--- src/rtl/mbs_pkg.sv ---
package mbs_pkg;

    localparam int MR_W  = 13;
    localparam int LOW_W = 3;
    localparam int RD_LAT = 3;
    localparam logic [2:0] LAT_CODE_OK = 3'd3;
    localparam logic [1:0] SEL_MAIN = 2'b00;
    localparam logic [1:0] SEL_EXT  = 2'b01;

    typedef struct packed {
        logic [5:0] spare;
        logic [2:0] lat;
        logic       wrap;
        logic [2:0] blen;
    } mode_word_t;

    typedef enum logic {ORDER_SEQ = 1'b0, ORDER_ILV = 1'b1} order_e;

    function automatic logic blen_ok(input logic [2:0] code);
        return (code == 3'd1) || (code == 3'd2) || (code == 3'd3);
    endfunction

    function automatic logic [LOW_W-1:0] low_mask(input logic [1:0] lg);
        logic [3:0] full;
        full = (4'd1 << lg) - 4'd1;
        return full[LOW_W-1:0];
    endfunction

    function automatic logic [LOW_W-1:0] beat_offset(input logic [LOW_W-1:0] s,
                                                     input logic [LOW_W-1:0] b,
                                                     input logic [1:0] lg,
                                                     input order_e ord);
        logic [LOW_W-1:0] m;
        logic [LOW_W-1:0] r;
        m = low_mask(lg);
        if (ord == ORDER_SEQ) r = ((s + b) & m) | (s & ~m);
        else                  r = s ^ b;
        return r;
    endfunction

endpackage

--- src/rtl/mbs_mode_regs.sv ---
module mbs_mode_regs
    import mbs_pkg::*;
#(
    parameter int GAP_CYC = 2
) (
    input  logic             clk,
    input  logic             rst,
    input  logic             cmd_mrs,
    input  logic [1:0]       bank_sel,
    input  logic [MR_W-1:0]  addr_in,
    input  logic             busy,
    output mode_word_t       mr_q,
    output logic             mr_valid,
    output logic [MR_W-1:0]  emr_q,
    output logic             blocked
);
    localparam int CNT_W = $clog2(GAP_CYC + 1);

    logic [CNT_W-1:0] gap_cnt;
    logic             wr_acc;

    assign blocked = (gap_cnt != '0);
    assign wr_acc  = !rst && cmd_mrs && !blocked && !busy &&
                     ((bank_sel == SEL_MAIN) || (bank_sel == SEL_EXT));

    always_ff @(posedge clk) begin
        if (rst) begin
            mr_q     <= '0;
            mr_valid <= 1'b0;
            emr_q    <= '0;
            gap_cnt  <= '0;
        end else begin
            if (wr_acc) begin
                gap_cnt <= CNT_W'(GAP_CYC);
                if (bank_sel == SEL_MAIN) begin
                    mr_q     <= mode_word_t'(addr_in);
                    mr_valid <= 1'b1;
                end else begin
                    emr_q <= addr_in;
                end
            end else if (blocked) begin
                gap_cnt <= gap_cnt - 1'b1;
            end
        end
    end

    assert_gap_first_R7: assert property (@(posedge clk) disable iff (rst)
        wr_acc |=> blocked);
    assert_gap_second_R7: assert property (@(posedge clk) disable iff (rst)
        wr_acc |=> ##1 blocked);
    assert_blocked_no_write_R7: assert property (@(posedge clk) disable iff (rst)
        (cmd_mrs && blocked) |=> ($stable(emr_q) && $stable(mr_q)));
endmodule

--- src/rtl/mbs_burst_gen.sv ---
module mbs_burst_gen
    import mbs_pkg::*;
#(
    parameter int COL_W = 10
) (
    input  logic             clk,
    input  logic             rst,
    input  logic             start,
    input  logic [COL_W-1:0] start_col,
    input  logic [1:0]       log2len,
    input  order_e           order,
    input  logic             rd,
    output logic             active,
    output logic [COL_W-1:0] col,
    output logic             act_rd
);
    logic [COL_W-1:0] base;
    logic [LOW_W-1:0] beat;
    logic [1:0]       lg;
    order_e           ord;
    logic             rd_q;
    logic             last;

    assign last   = (beat == low_mask(lg));
    assign act_rd = active && rd_q;
    assign col    = active ? {base[COL_W-1:LOW_W], beat_offset(base[LOW_W-1:0], beat, lg, ord)}
                           : '0;

    always_ff @(posedge clk) begin
        if (rst) begin
            active <= 1'b0;
            base   <= '0;
            beat   <= '0;
            lg     <= '0;
            ord    <= ORDER_SEQ;
            rd_q   <= 1'b0;
        end else if (start) begin
            active <= 1'b1;
            base   <= start_col;
            beat   <= '0;
            lg     <= log2len;
            ord    <= order;
            rd_q   <= rd;
        end else if (active) begin
            if (last) active <= 1'b0;
            else      beat   <= beat + 1'b1;
        end
    end

    assert_upper_fixed_R10: assert property (@(posedge clk) disable iff (rst)
        (active && $past(active)) |-> (col[COL_W-1:LOW_W] == $past(col[COL_W-1:LOW_W])));
    assert_start_idle_R11: assert property (@(posedge clk) disable iff (rst)
        start |-> !active);
endmodule

--- src/rtl/mbs_oe_pipe.sv ---
module mbs_oe_pipe #(
    parameter int DELAY = 3
) (
    input  logic clk,
    input  logic rst,
    input  logic rd_i,
    output logic oe_o
);
    localparam int W_W = $clog2(DELAY + 1);

    logic [DELAY-1:0] stage;
    logic [W_W-1:0]   warm;

    assign oe_o = stage[DELAY-1];

    always_ff @(posedge clk) begin
        if (rst) begin
            stage <= '0;
            warm  <= '0;
        end else begin
            stage <= {stage[DELAY-2:0], rd_i};
            if (warm != W_W'(DELAY)) warm <= warm + 1'b1;
        end
    end

    assert_oe_window_R8: assert property (@(posedge clk) disable iff (rst)
        (warm == W_W'(DELAY)) |-> (oe_o == $past(rd_i, DELAY)));
endmodule

--- src/rtl/mode_burst_seq.sv ---
module mode_burst_seq
    import mbs_pkg::*;
#(
    parameter int COL_W   = 10,
    parameter int GAP_CYC = 2
) (
    input  logic             clk,
    input  logic             rst,
    input  logic             cmd_mrs,
    input  logic [1:0]       bank_sel,
    input  logic [12:0]      addr_in,
    input  logic             burst_go,
    input  logic             burst_rd,
    input  logic [COL_W-1:0] start_col,
    output logic [COL_W-1:0] col_addr,
    output logic             burst_active,
    output logic             cmd_blocked,
    output logic             dq_oe,
    output logic             cfg_illegal,
    output logic             req_err,
    output logic [12:0]      ext_mode
);
    mode_word_t mr;
    logic       mr_valid;
    logic       go_acc;
    logic       cfg_good;
    logic       start;
    logic       act_rd;

    mbs_mode_regs #(.GAP_CYC(GAP_CYC)) u_regs (
        .clk      (clk),
        .rst      (rst),
        .cmd_mrs  (cmd_mrs),
        .bank_sel (bank_sel),
        .addr_in  (addr_in),
        .busy     (burst_active),
        .mr_q     (mr),
        .mr_valid (mr_valid),
        .emr_q    (ext_mode),
        .blocked  (cmd_blocked)
    );

    assign go_acc      = burst_go && !cmd_blocked && !burst_active;
    assign cfg_good    = mr_valid && blen_ok(mr.blen);
    assign start       = go_acc && cfg_good;
    assign cfg_illegal = mr_valid && (!blen_ok(mr.blen) || (mr.lat != LAT_CODE_OK));

    always_ff @(posedge clk) begin
        if (rst) req_err <= 1'b0;
        else     req_err <= go_acc && !cfg_good;
    end

    mbs_burst_gen #(.COL_W(COL_W)) u_gen (
        .clk       (clk),
        .rst       (rst),
        .start     (start),
        .start_col (start_col),
        .log2len   (mr.blen[1:0]),
        .order     (order_e'(mr.wrap)),
        .rd        (burst_rd),
        .active    (burst_active),
        .col       (col_addr),
        .act_rd    (act_rd)
    );

    mbs_oe_pipe #(.DELAY(RD_LAT)) u_oe (
        .clk  (clk),
        .rst  (rst),
        .rd_i (act_rd),
        .oe_o (dq_oe)
    );

    assert_refuse_no_burst_R9: assert property (@(posedge clk) disable iff (rst)
        req_err |-> !burst_active);
    assert_err_single_R9: assert property (@(posedge clk) disable iff (rst)
        req_err |=> !req_err || $past(burst_go));
endmodule

--- config.mk ---
export PLATFORM = sky130hd
export DESIGN_NAME = mode_burst_seq
export DESIGN_NICKNAME = d
export VERILOG_FILES = /design/src/rtl/mbs_pkg.sv /design/src/rtl/mbs_mode_regs.sv /design/src/rtl/mbs_burst_gen.sv /design/src/rtl/mbs_oe_pipe.sv /design/src/rtl/mode_burst_seq.sv
export SDC_FILE = /design/constraint.sdc
export NUM_CORES = 1
export LEC_CHECK = 0
export BUFFER_PORTS_ARGS = -buffer_cell sky130_fd_sc_hd__buf_2
export CAP_MARGIN = 20
export CORE_MARGIN = 1
export CORE_UTILIZATION = 53
export CTS_BUF_LIST = sky130_fd_sc_hd__clkbuf_8
export DETAILED_ROUTE_END_ITERATION = 10
export MAX_ROUTING_LAYER = met4
export PLACE_DENSITY = 0.81
export SLEW_MARGIN = 10
export SYNTH_ARGS = -nofsm -noshare
export SYNTH_HDL_FRONTEND = slang
export SYNTH_SLANG_ARGS = --single-unit
--- constraint.sdc ---
create_clock -name clk -period 2.8 [get_ports clk]
set_input_delay 0.56 -clock clk [delete_from_list [all_inputs] [get_ports clk]]
set_output_delay 0.56 -clock clk [all_outputs]
set_load 0.005 [all_outputs]
==> impl_metrics.py, run 1 <==
metrics = {
    "timing": {
        "relSlewSlack_pct": 63.4,
        "hold_viol": 0,
        "clock_skew_ns": 0.00591,
        "fin_crit_ns": 2.63,
        "whs_ns": 0.444,
        "rsz0062_at_grt": "false",
        "worst_pin_slew_ns": 0.548,
        "fin_crit_sh_pct": 93.8,
        "maxSlewViolCount": 0,
        "fmax_mhz": 381,
        "fin_setup_tns_ns": 0,
        "setup-violations-final": 0,
    },
    "logic_synthesis": {
        "ys_dominant_reg_cell": "dfxtp_1",
        "yosys.area.top_type": "dfxtp_1",
        "synthArstFlopShare_pct": 0,
        "ys_seq_elements": 45,
        "synthTopCellsByCount": "dfxtp_1 (45), nor2_1 (45), mux2i_1 (36)",
        "syn-mean-instance-area_um2": 10.0,
        "synth_edf_count": 0,
        "synth_top_area_share_pct": 45.1,
        "yosysWarnings": 0,
        "synth_fp_nets": 233,
        "ys_types": 40,
        "syn-instance-count": 199,
        "ys_seq_area_share_pct": 45.1,
        "syn_area_um2": 2000,
        "synth_area_leaders": "dfxtp_1 (45%), mux2i_1 (18%), nor2_1 (8.5%), buf_6 (2.3%), and2_1 (2.2%)",
    },
    "routing": {
        "routedWlPerCell_um": 12.8,
        "viasPerCell": 5.22,
        "route.detailed.drc": 0,
        "drtIter0Drc": 85,
        "firstDrtPassIters": 6,
        "drt_wl_total_mm": 3.84,
        "vias": 1561,
        "detail-route-antenna-nets": 0,
    },
    "pwr": {
        "clockPowerShare_pct": 36.8,
        "power_per_cell_area_nw_per_um2": 482,
        "p_sw_share_pct": 22.8,
        "ir_worst_vdd_mv": 0.391,
        "p_comb_share_pct": 6.0,
        "p_leak_nw": 1.23,
        "p_int_mw": 0.881,
        "seqPwrFrac_pct": 57.2,
        "switching_power_mw": 0.260,
    },
    "clock_tree": {
        "cts_tree": "done",
        "root_buffer": "clkbuf_8",
        "cts_buffers": 5,
        "cts_num_sinks": 45,
        "clk_transition_reported_paths_ns": 0.08,
        "post-cts-setup-buffers": 0,
        "clockBufferDepth": 2,
        "clock_latency_ns": 0.30,
        "cts_max_level": 2,
    },
    "layout": {
        "fill_cells": 301,
        "drive_gt1_share_pct": 30.4,
        "n_antenna_cell": 0,
        "multi_input_area_um2": 1010,
        "seqCellArea_um2": 902,
        "area_delta_synth_final_pct": 18.4,
        "final_nets": 286,
    },
    "worst_setup_path": {
        "crit_path_end_kind": "output port",
        "path_class": "reg2out",
        "startpoint_type": "flip-flop",
        "reg2reg_from": "u_gen.active",
        "critPathLaunch": "u_gen.beat[0]",
        "cp.required_ns": 2.24,
        "path_max_fanout": 8,
        "crit_arrival_ns": 2.07,
    },
    "floorplanning": {
        "dieArea_um2": 4020,
        "initial_core_util_pct": 57.6,
        "die_h_um": 63.4,
        "io_pins": 58,
        "die_x_um": 63.4,
        "rows": 21,
        "core_um2": 3470,
    },
    "placement": {
        "place_congestion": 0.854,
        "io_buffer_count": 57,
        "dp_hpwl_mm": 2.65,
    },
    "global_routing": {
        "grt_max_degree": 44,
        "grt_pass1_wl_mm": 6.40,
        "grt_pass1_vias": 1415,
        "gr-total-overflow": 0,
        "grt_use_total_pct": 21.5,
        "antenna_found_initial": 0,
    },
    "run": {
        "drv_cap": 0,
    },
    "worst_hold_path": {
        "hold_start": "u_gen.rd_q",
        "hold_class": "reg2reg",
    },
    "outcome": {
        "status": "completed",
    },
}
## stage by stage
| stage | std cells | utilization, % | power, mW | setup slack, ns | cell area, um2 |
|---|---|---|---|---|---|
| after floorplan | 199 | - | 0.703 | 0.622 | 2000 |
| after global placement | 291 | 65.3 | 0.735 | 0.471 | 2260 |
| final | 299 | 68.2 | 1.14 | 0.173 | 2370 |
| after global routing | 299 | 68.2 | 1.19 | 0.0224 | 2370 |
| after CTS | 299 | 68.1 | 1.15 | 0.0710 | 2360 |
| after detailed placement | 291 | 65.3 | 0.736 | 0.425 | 2260 |
## cells by family after synthesis
kind of cell	synth area share [%]
AOI/OAI and AO/OA	5.95
xor gates and xnor gates	0.438
adders and majority gates	2.88
buffers and inverters	4.76
DFF	45.1
muxes	18.0
and+or+nand+nor	22.9
## worst max-delay path, stage by stage, from the launching register on
cell      delay, ns
dfxtp_2        0.38
ha_1           0.23
fa_1           0.43
nand3b_1       0.19
a21oi_2        0.16
nor3_1         0.06
nor3b_1        0.17
buf_2          0.14
## power by group through the flow
| stage | Combinational [mW] | Sequential (mW) | Clock (mW) |
|---|---|---|---|
| final | 0.0681 | 0.653 | 0.420 |
| after global routing | 0.0740 | 0.655 | 0.464 |
| after CTS | 0.0683 | 0.653 | 0.431 |
| after detailed placement | 0.0679 | 0.668 | 0 |
| after global placement | 0.0667 | 0.668 | 0 |
| after floorplan | 0.0353 | 0.668 | 0 |
## per-layer routing
| layer | GRT usage [%] | vias up | part of all wire [%] |
|---|---|---|---|
| met5 | - | - | 0 |
| met4 | 10.2 | 0 | 1.5 |
| met3 | 7.43 | 4 | 5.5 |
| met2 | 33.1 | 47 | 46 |
| met1 | 25.0 | 728 | 47 |
| li1 | - | 782 | - |
## repair_timing
item                                    4_1_cts  5_1_grt
endpoints found under the setup margin        0        1
resized for setup                             0        2
hold buffers                                  0        0
## sequential cells by signal, indices dropped and copies added, names as in the netlist, 2 cells and up
register        count
u_gen.beat          3
u_regs.gap_cnt      2
u_regs.mr_q         7
u_oe.stage          3
u_gen.lg            2
u_regs.emr_q       13
u_gen.base         10
## cells in the final DEF, fill, tap and decap left out, drive strengths merged, types with 2 or more instances in the layout
cell type and count:
nor3b 2, o31ai 2, buf 58, nor3 3
o21ai 3, a21oi 5, ha 3, dfxtp 45
nor2 45, clkinv 2, clkbuf 6, mux2i 36
inv 3, nand2 8, nand3b 2, nor2b 2
nor4b 2, and2 7, nand4 3
## area by class of cell
type                    instances  share of cell area, %
inverters                       3                  0.476
clock buffers                   6                   3.49
repair buffers                 58                   12.4
clock inverters                 2                  0.582
multi-input cells             139                   42.5
flip-flops and latches         45                   38.1
well taps                      46                   2.43
## path summary, 6_finish.rpt
kind                          to  cells past startpoint  slack [ns]
setup / recovery     col_addr[2]                      7        0.17
hold / removal     u_oe.stage[0]                      2        0.44
setup reg to reg  u_regs.mr_q[6]                      4        0.98
hold reg to reg    u_oe.stage[0]                      2        0.44
Power figures use the tool's default switching activity.
==> run 2: changes to the inputs <==
==> constraint.sdc (replaced) <==
create_clock -name clk -period 2.8 [get_ports clk]
set_input_delay 0.14 -clock clk [delete_from_list [all_inputs] [get_ports clk]]
set_output_delay 0.14 -clock clk [all_outputs]
set_load 0.005 [all_outputs]
==> impl_metrics.py, run 2 (synthesis results as in run 1) <==
metrics = {
    "outcome": {
        "status": "completed",
    },
    "global_routing": {
        "grt_pass1_wl_mm": 6.16,
        "antenna_found_initial": 0,
        "grt_max_degree": 44,
        "grt_use_total_pct": 20.4,
        "grt_pass1_vias": 1357,
        "gr-total-overflow": 0,
    },
    "pwr": {
        "p_sw_share_pct": 20.1,
        "seqPwrFrac_pct": 53.9,
        "power_per_cell_area_nw_per_um2": 509,
        "p_int_mw": 0.968,
        "switching_power_mw": 0.244,
        "p_comb_share_pct": 5.6,
        "p_leak_nw": 1.24,
        "ir_worst_vdd_mv": 0.394,
        "clockPowerShare_pct": 40.5,
    },
    "layout": {
        "top_register": "u_regs.emr_q",
        "drive_gt1_share_pct": 29.2,
        "stdcell_area_um2": 2380,
        "fill_cells": 309,
        "final_cell_mix": "buf_2 (57), nor2_1 (45), dfxtp_1 (45)",
        "reg_top3": "u_regs.emr_q (13), u_gen.base (10), u_regs.mr_q (7)",
        "area_delta_synth_final_pct": 19.2,
        "fin_cells": 299,
        "final_nets": 286,
        "largest_register_ffs": 13,
        "n_antenna_cell": 0,
        "multi_input_area_um2": 1000,
        "seqCellArea_um2": 901,
        "final_util_pct": 68.7,
        "final_common_cell": "buf_2",
    },
    "worst_setup_path": {
        "startpoint_type": "flip-flop",
        "reg2reg_from": "u_gen.active",
        "crit_arrival_ns": 2.15,
        "rrSetupSlack_ns": 1.03,
        "path_class": "reg2out",
        "rr_endpoint": "u_regs.mr_q[1]",
        "cpMaxStageDelayCell": "fa_1",
        "max_stage_delay_ns": 0.43,
        "path_cells": "ha_1, fa_1, nand3b_1, a21oi_1, o21ai_0, nor3b_1, buf_2",
        "crit_buf_inv": 1,
        "path_max_fanout": 8,
        "crit_path_end_kind": "output port",
        "cpLargestDelayFamily": "adder cells",
        "cp.required_ns": 2.66,
        "r2r_cells": 4,
    },
    "clock_tree": {
        "holdBufCountCts": 0,
        "post-cts-setup-buffers": 0,
        "clk_transition_reported_paths_ns": 0.08,
        "root_buffer": "clkbuf_8",
        "cts_tree": "done",
        "clockBufferDepth": 2,
        "cts_num_sinks": 45,
        "cts_buffers": 5,
        "cts_resized": 0,
        "cts_max_level": 2,
        "clock_latency_ns": 0.29,
    },
    "timing": {
        "fmax_mhz": 437,
        "fin_crit_ns": 2.29,
        "hold_viol": 0,
        "worst_pin_slew_ns": 0.503,
        "whs_ns": 0.0762,
        "relSlewSlack_pct": 66.4,
        "clock_skew_ns": 0.00847,
        "fin_setup_tns_ns": 0,
        "setup-violations-final": 0,
        "rsz0062_at_grt": "false",
        "maxSlewViolCount": 0,
        "fin_crit_sh_pct": 81.6,
    },
    "placement": {
        "placed_cells": 291,
        "io_buffer_count": 57,
        "place_congestion": 0.777,
        "placed_cell_area_um2": 2260,
        "dp_hpwl_mm": 2.68,
    },
    "routing": {
        "firstDrtPassIters": 4,
        "viasPerCell": 5.13,
        "drt_wl_total_mm": 3.75,
        "detail-route-antenna-nets": 0,
        "vias": 1535,
        "routedWlPerCell_um": 12.5,
        "route.detailed.drc": 0,
        "drtIter0Drc": 110,
    },
    "floorplanning": {
        "rows": 21,
        "die_x_um": 63.4,
        "die_h_um": 63.4,
        "dieArea_um2": 4020,
        "io_pins": 58,
        "initial_core_util_pct": 57.6,
        "core_um2": 3470,
    },
    "worst_hold_path": {
        "min_path_cells": 3,
        "min_to": "u_regs.emr_q[10]",
        "hold_start": "addr_in[10]",
        "hold_class": "in2reg",
    },
    "run": {
        "drv_cap": 0,
    },
}
[run 2: changes by cell type in the layout (fill, tap and decap cells not counted)]
cell       previous run  this run
a21oi_1               4         5
dfxtp_1              44        45
inv_1                 3         4
a21oi_2               1         0
bufinv_16             0         1
clkinv_4              1         0
clkinv_2              1         0
dfxtp_2               1         0
[run 2: power by group through the flow]
| stage | sequential (mW) | combinational, mW | clock [mW] |
|---|---|---|---|
| global route | 0.655 | 0.0745 | 0.531 |
| floorplan | 0.668 | 0.0353 | 0 |
| detailed placement | 0.668 | 0.0684 | 0 |
| CTS | 0.653 | 0.0686 | 0.499 |
| finish | 0.653 | 0.0682 | 0.490 |
| global placement | 0.668 | 0.0669 | 0 |
[run 2: through the flow]
stage	setup WS, ns	total power, mW
2_1_floorplan	1.04	0.703
3_3_place_gp	0.893	0.735
3_5_place_dp	0.843	0.737
4_1_cts	0.503	1.22
5_1_grt	0.377	1.26
6_report	0.514	1.21
[run 2: worst reg2reg max path, cell delays in order (launching register included)]
cell	delay [ns]
dfxtp_1	0.47
nor3_4	0.34
and4b_1	0.53
mux2i_1	0.26
nor2_1	0.06
[run 2: area by class of cell]
type	instances	share of cell area [%]
tap	46	2.42
inverter	3	0.473
multi-input combinational	139	42.1
sequential	45	37.8
clock buffer	6	3.47
clock inverter	2	1.42
timing repair buffer	58	12.3
[run 2: per-layer routing]
metal,global-route usage (%),vias up,routed length [um]
met5,-,-,0
met4,7.67,0,53
met3,5.62,5,194
met2,30.9,45,1730
met1,25.8,701,1770
li1,-,784,-
[run 2: worst max path at each step]
stage             startpoint           to  slack [ns]  depth (start not counted)
6_report       u_gen.beat[0]  col_addr[2]        0.51                          7
5_1_grt        u_gen.beat[0]  col_addr[2]        0.38                          7
4_1_cts        u_gen.beat[0]  col_addr[2]        0.50                          7
3_5_place_dp   u_gen.beat[0]  col_addr[2]        0.84                          7
3_3_place_gp   u_gen.beat[0]  col_addr[2]        0.89                          7
2_1_floorplan  u_gen.beat[0]  col_addr[2]        1.04                          6
==> run 3: changes to the inputs <==
CORE_UTILIZATION = 48   (was 53)
PLACE_DENSITY = 0.78   (was 0.81)
clock period = 2.1 ns   (was 2.8 ns; I/O delays follow)
==> impl_metrics.py, run 3 (synthesis results as in run 1) <==
metrics = {
    "pwr": {
        "p_int_mw": 1.26,
        "p_comb_share_pct": 5.6,
        "seqPwrFrac_pct": 54.6,
        "p_sw_share_pct": 21.0,
        "p_total_mw": 1.60,
        "ir_worst_vdd_mv": 0.535,
        "switching_power_mw": 0.335,
        "power_per_cell_area_nw_per_um2": 661,
        "p_leak_nw": 1.25,
        "clockPowerShare_pct": 39.8,
    },
    "layout": {
        "largest_register_ffs": 13,
        "final_common_cell": "buf_2",
        "final_nets": 289,
        "drive_gt1_share_pct": 32.0,
        "area_delta_synth_final_pct": 20.9,
        "final_util_pct": 60.4,
        "reg_top3": "u_regs.emr_q (13), u_gen.base (10), u_regs.mr_q (7)",
        "final_cell_mix": "buf_2 (57), nor2_1 (45), dfxtp_1 (43)",
        "stdcell_area_um2": 2410,
        "top_register": "u_regs.emr_q",
        "n_antenna_cell": 0,
    },
    "clock_tree": {
        "root_buffer": "clkbuf_8",
        "holdBufCountCts": 0,
        "clock_latency_ns": 0.29,
        "clockBufferDepth": 2,
        "cts_tree": "done",
        "post-cts-setup-buffers": 0,
        "cts_num_sinks": 45,
        "cts_buffers": 5,
        "clk_transition_reported_paths_ns": 0.08,
        "cts_max_level": 2,
    },
    "worst_setup_path": {
        "crit_buf_inv": 1,
        "path_cells": "ha_2, fa_2, nand3b_1, a21oi_2, nor3_1, nor3b_1, buf_2",
        "cpLargestDelayFamily": "adder cells",
        "cp.required_ns": 2.00,
        "path_max_fanout": 2,
        "startpoint_type": "flip-flop",
        "crit_path_end_kind": "output port",
        "crit_arrival_ns": 1.88,
        "max_stage_delay_ns": 0.37,
        "cpMaxStageDelayCell": "fa_2",
        "path_class": "reg2out",
    },
    "routing": {
        "firstDrtPassIters": 4,
        "vias": 1567,
        "drtIter0Drc": 55,
        "detail-route-antenna-nets": 0,
        "route.detailed.drc": 0,
        "routedWlPerCell_um": 12.4,
        "drt_wl_total_mm": 3.80,
        "viasPerCell": 5.12,
    },
    "timing": {
        "hold_viol": 0,
        "rsz0062_at_grt": "false",
        "finalWorstSetupSlack_ns": 0.110,
        "maxSlewViolCount": 0,
        "clock_skew_ns": 0.00787,
        "worst_pin_slew_ns": 0.468,
        "fin_setup_tns_ns": 0,
        "fin_crit_ns": 1.99,
        "fin_crit_sh_pct": 94.8,
        "relSlewSlack_pct": 68.8,
        "setup-violations-final": 0,
        "fmax_mhz": 503,
    },
    "global_routing": {
        "grtUsageMet2_pct": 27.9,
        "top_usage_layer": "met2",
        "antenna_found_initial": 0,
        "grt_max_degree": 44,
        "use_met1_pct": 21.7,
        "grt_pass1_vias": 1310,
        "grt_use_met3_pct": 3.60,
        "grt_use_total_pct": 17.3,
        "grt_pass1_wl_mm": 5.69,
        "gr-total-overflow": 0,
    },
    "outcome": {
        "status": "completed",
    },
    "floorplanning": {
        "rows": 23,
        "initial_core_util_pct": 50.0,
        "core_um2": 4000,
        "die_x_um": 66.5,
        "dieArea_um2": 4420,
        "io_pins": 58,
        "die_h_um": 66.5,
    },
    "placement": {
        "post-place-ws_ns": 0.310,
        "place_congestion": 0.854,
        "io_buffer_count": 57,
        "placed_cell_area_um2": 2290,
        "dp_hpwl_mm": 2.72,
    },
    "worst_hold_path": {
        "hold_class": "in2reg",
    },
    "run": {
        "drv_cap": 0,
    },
}
run 3: changes by cell type in the layout (fill, tap and decap cells not counted):
cell	delta
fa_2	+1
a21oi_1	-1
ha_2	+1
dfxtp_1	-2
clkbuf_8	-1
fa_1	-1
ha_1	-1
dfxtp_2	+2
a21oi_2	+1
clkinv_4	+1
buf_4	+3
run 3: stage by stage:
| stage | hold slack [ns] | cells |
|---|---|---|
| after detailed placement | 0.346 | 298 |
| final | 0.0385 | 306 |
| after global placement | 0.333 | 298 |
| after CTS | 0.0352 | 306 |
| after floorplan | 0.228 | 199 |
| after global routing | 0.0511 | 306 |
run 3: power groups by stage:
stage	sequential (mW)	combinational [mW]	clock, mW
after floorplan	0.891	0.0471	0
after global placement	0.891	0.0894	0
after detailed placement	0.891	0.0906	0
after CTS	0.871	0.0911	0.656
after global routing	0.872	0.0994	0.682
final	0.871	0.0901	0.635
run 3: final cells by class:
type,instances,area [um2]
Tap cell,50,62.6
Clock buffer,5,68.8
Fill cell,349,1590
Clock inverter,3,42.5
Sequential cell,45,903
Multi-Input combinational cell,139,1010
Timing Repair Buffer,61,315
Inverter,3,11.3
run 3: final timing paths:
check | cells past startpoint | end | slack (ns) | startpoint
worst max-delay path | 7 | col_addr[2] | 0.11 | u_gen.beat[0]
worst min-delay path | 3 | u_regs.emr_q[10] | 0.04 | addr_in[10]
worst max register to register | 4 | u_regs.mr_q[3] | 0.42 | u_regs.gap_cnt[1]
worst min register to register | 2 | u_oe.stage[0] | 0.44 | u_gen.rd_q
run 3: tightest hold or removal path, stage by stage:
cell and delay [ns]:
buf_2 0.07, mux2i_1 0.05, nor2_1 0.07
run 3: what timing repair did:
| item | 4_1_cts | 5_1_grt |
|---|---|---|
| gates resized for setup | 1 | 4 |
| pin swaps | 0 | 2 |
| setup endpoints to repair | 1 | 1 |
run 3: layer usage:
| metal | part of all wire, % | wire [um] |
|---|---|---|
| met1 | 48 | 1820 |
| met4 | 1.1 | 40 |
| met5 | 0 | 0 |
| met3 | 3.9 | 148 |
| met2 | 47 | 1790 |
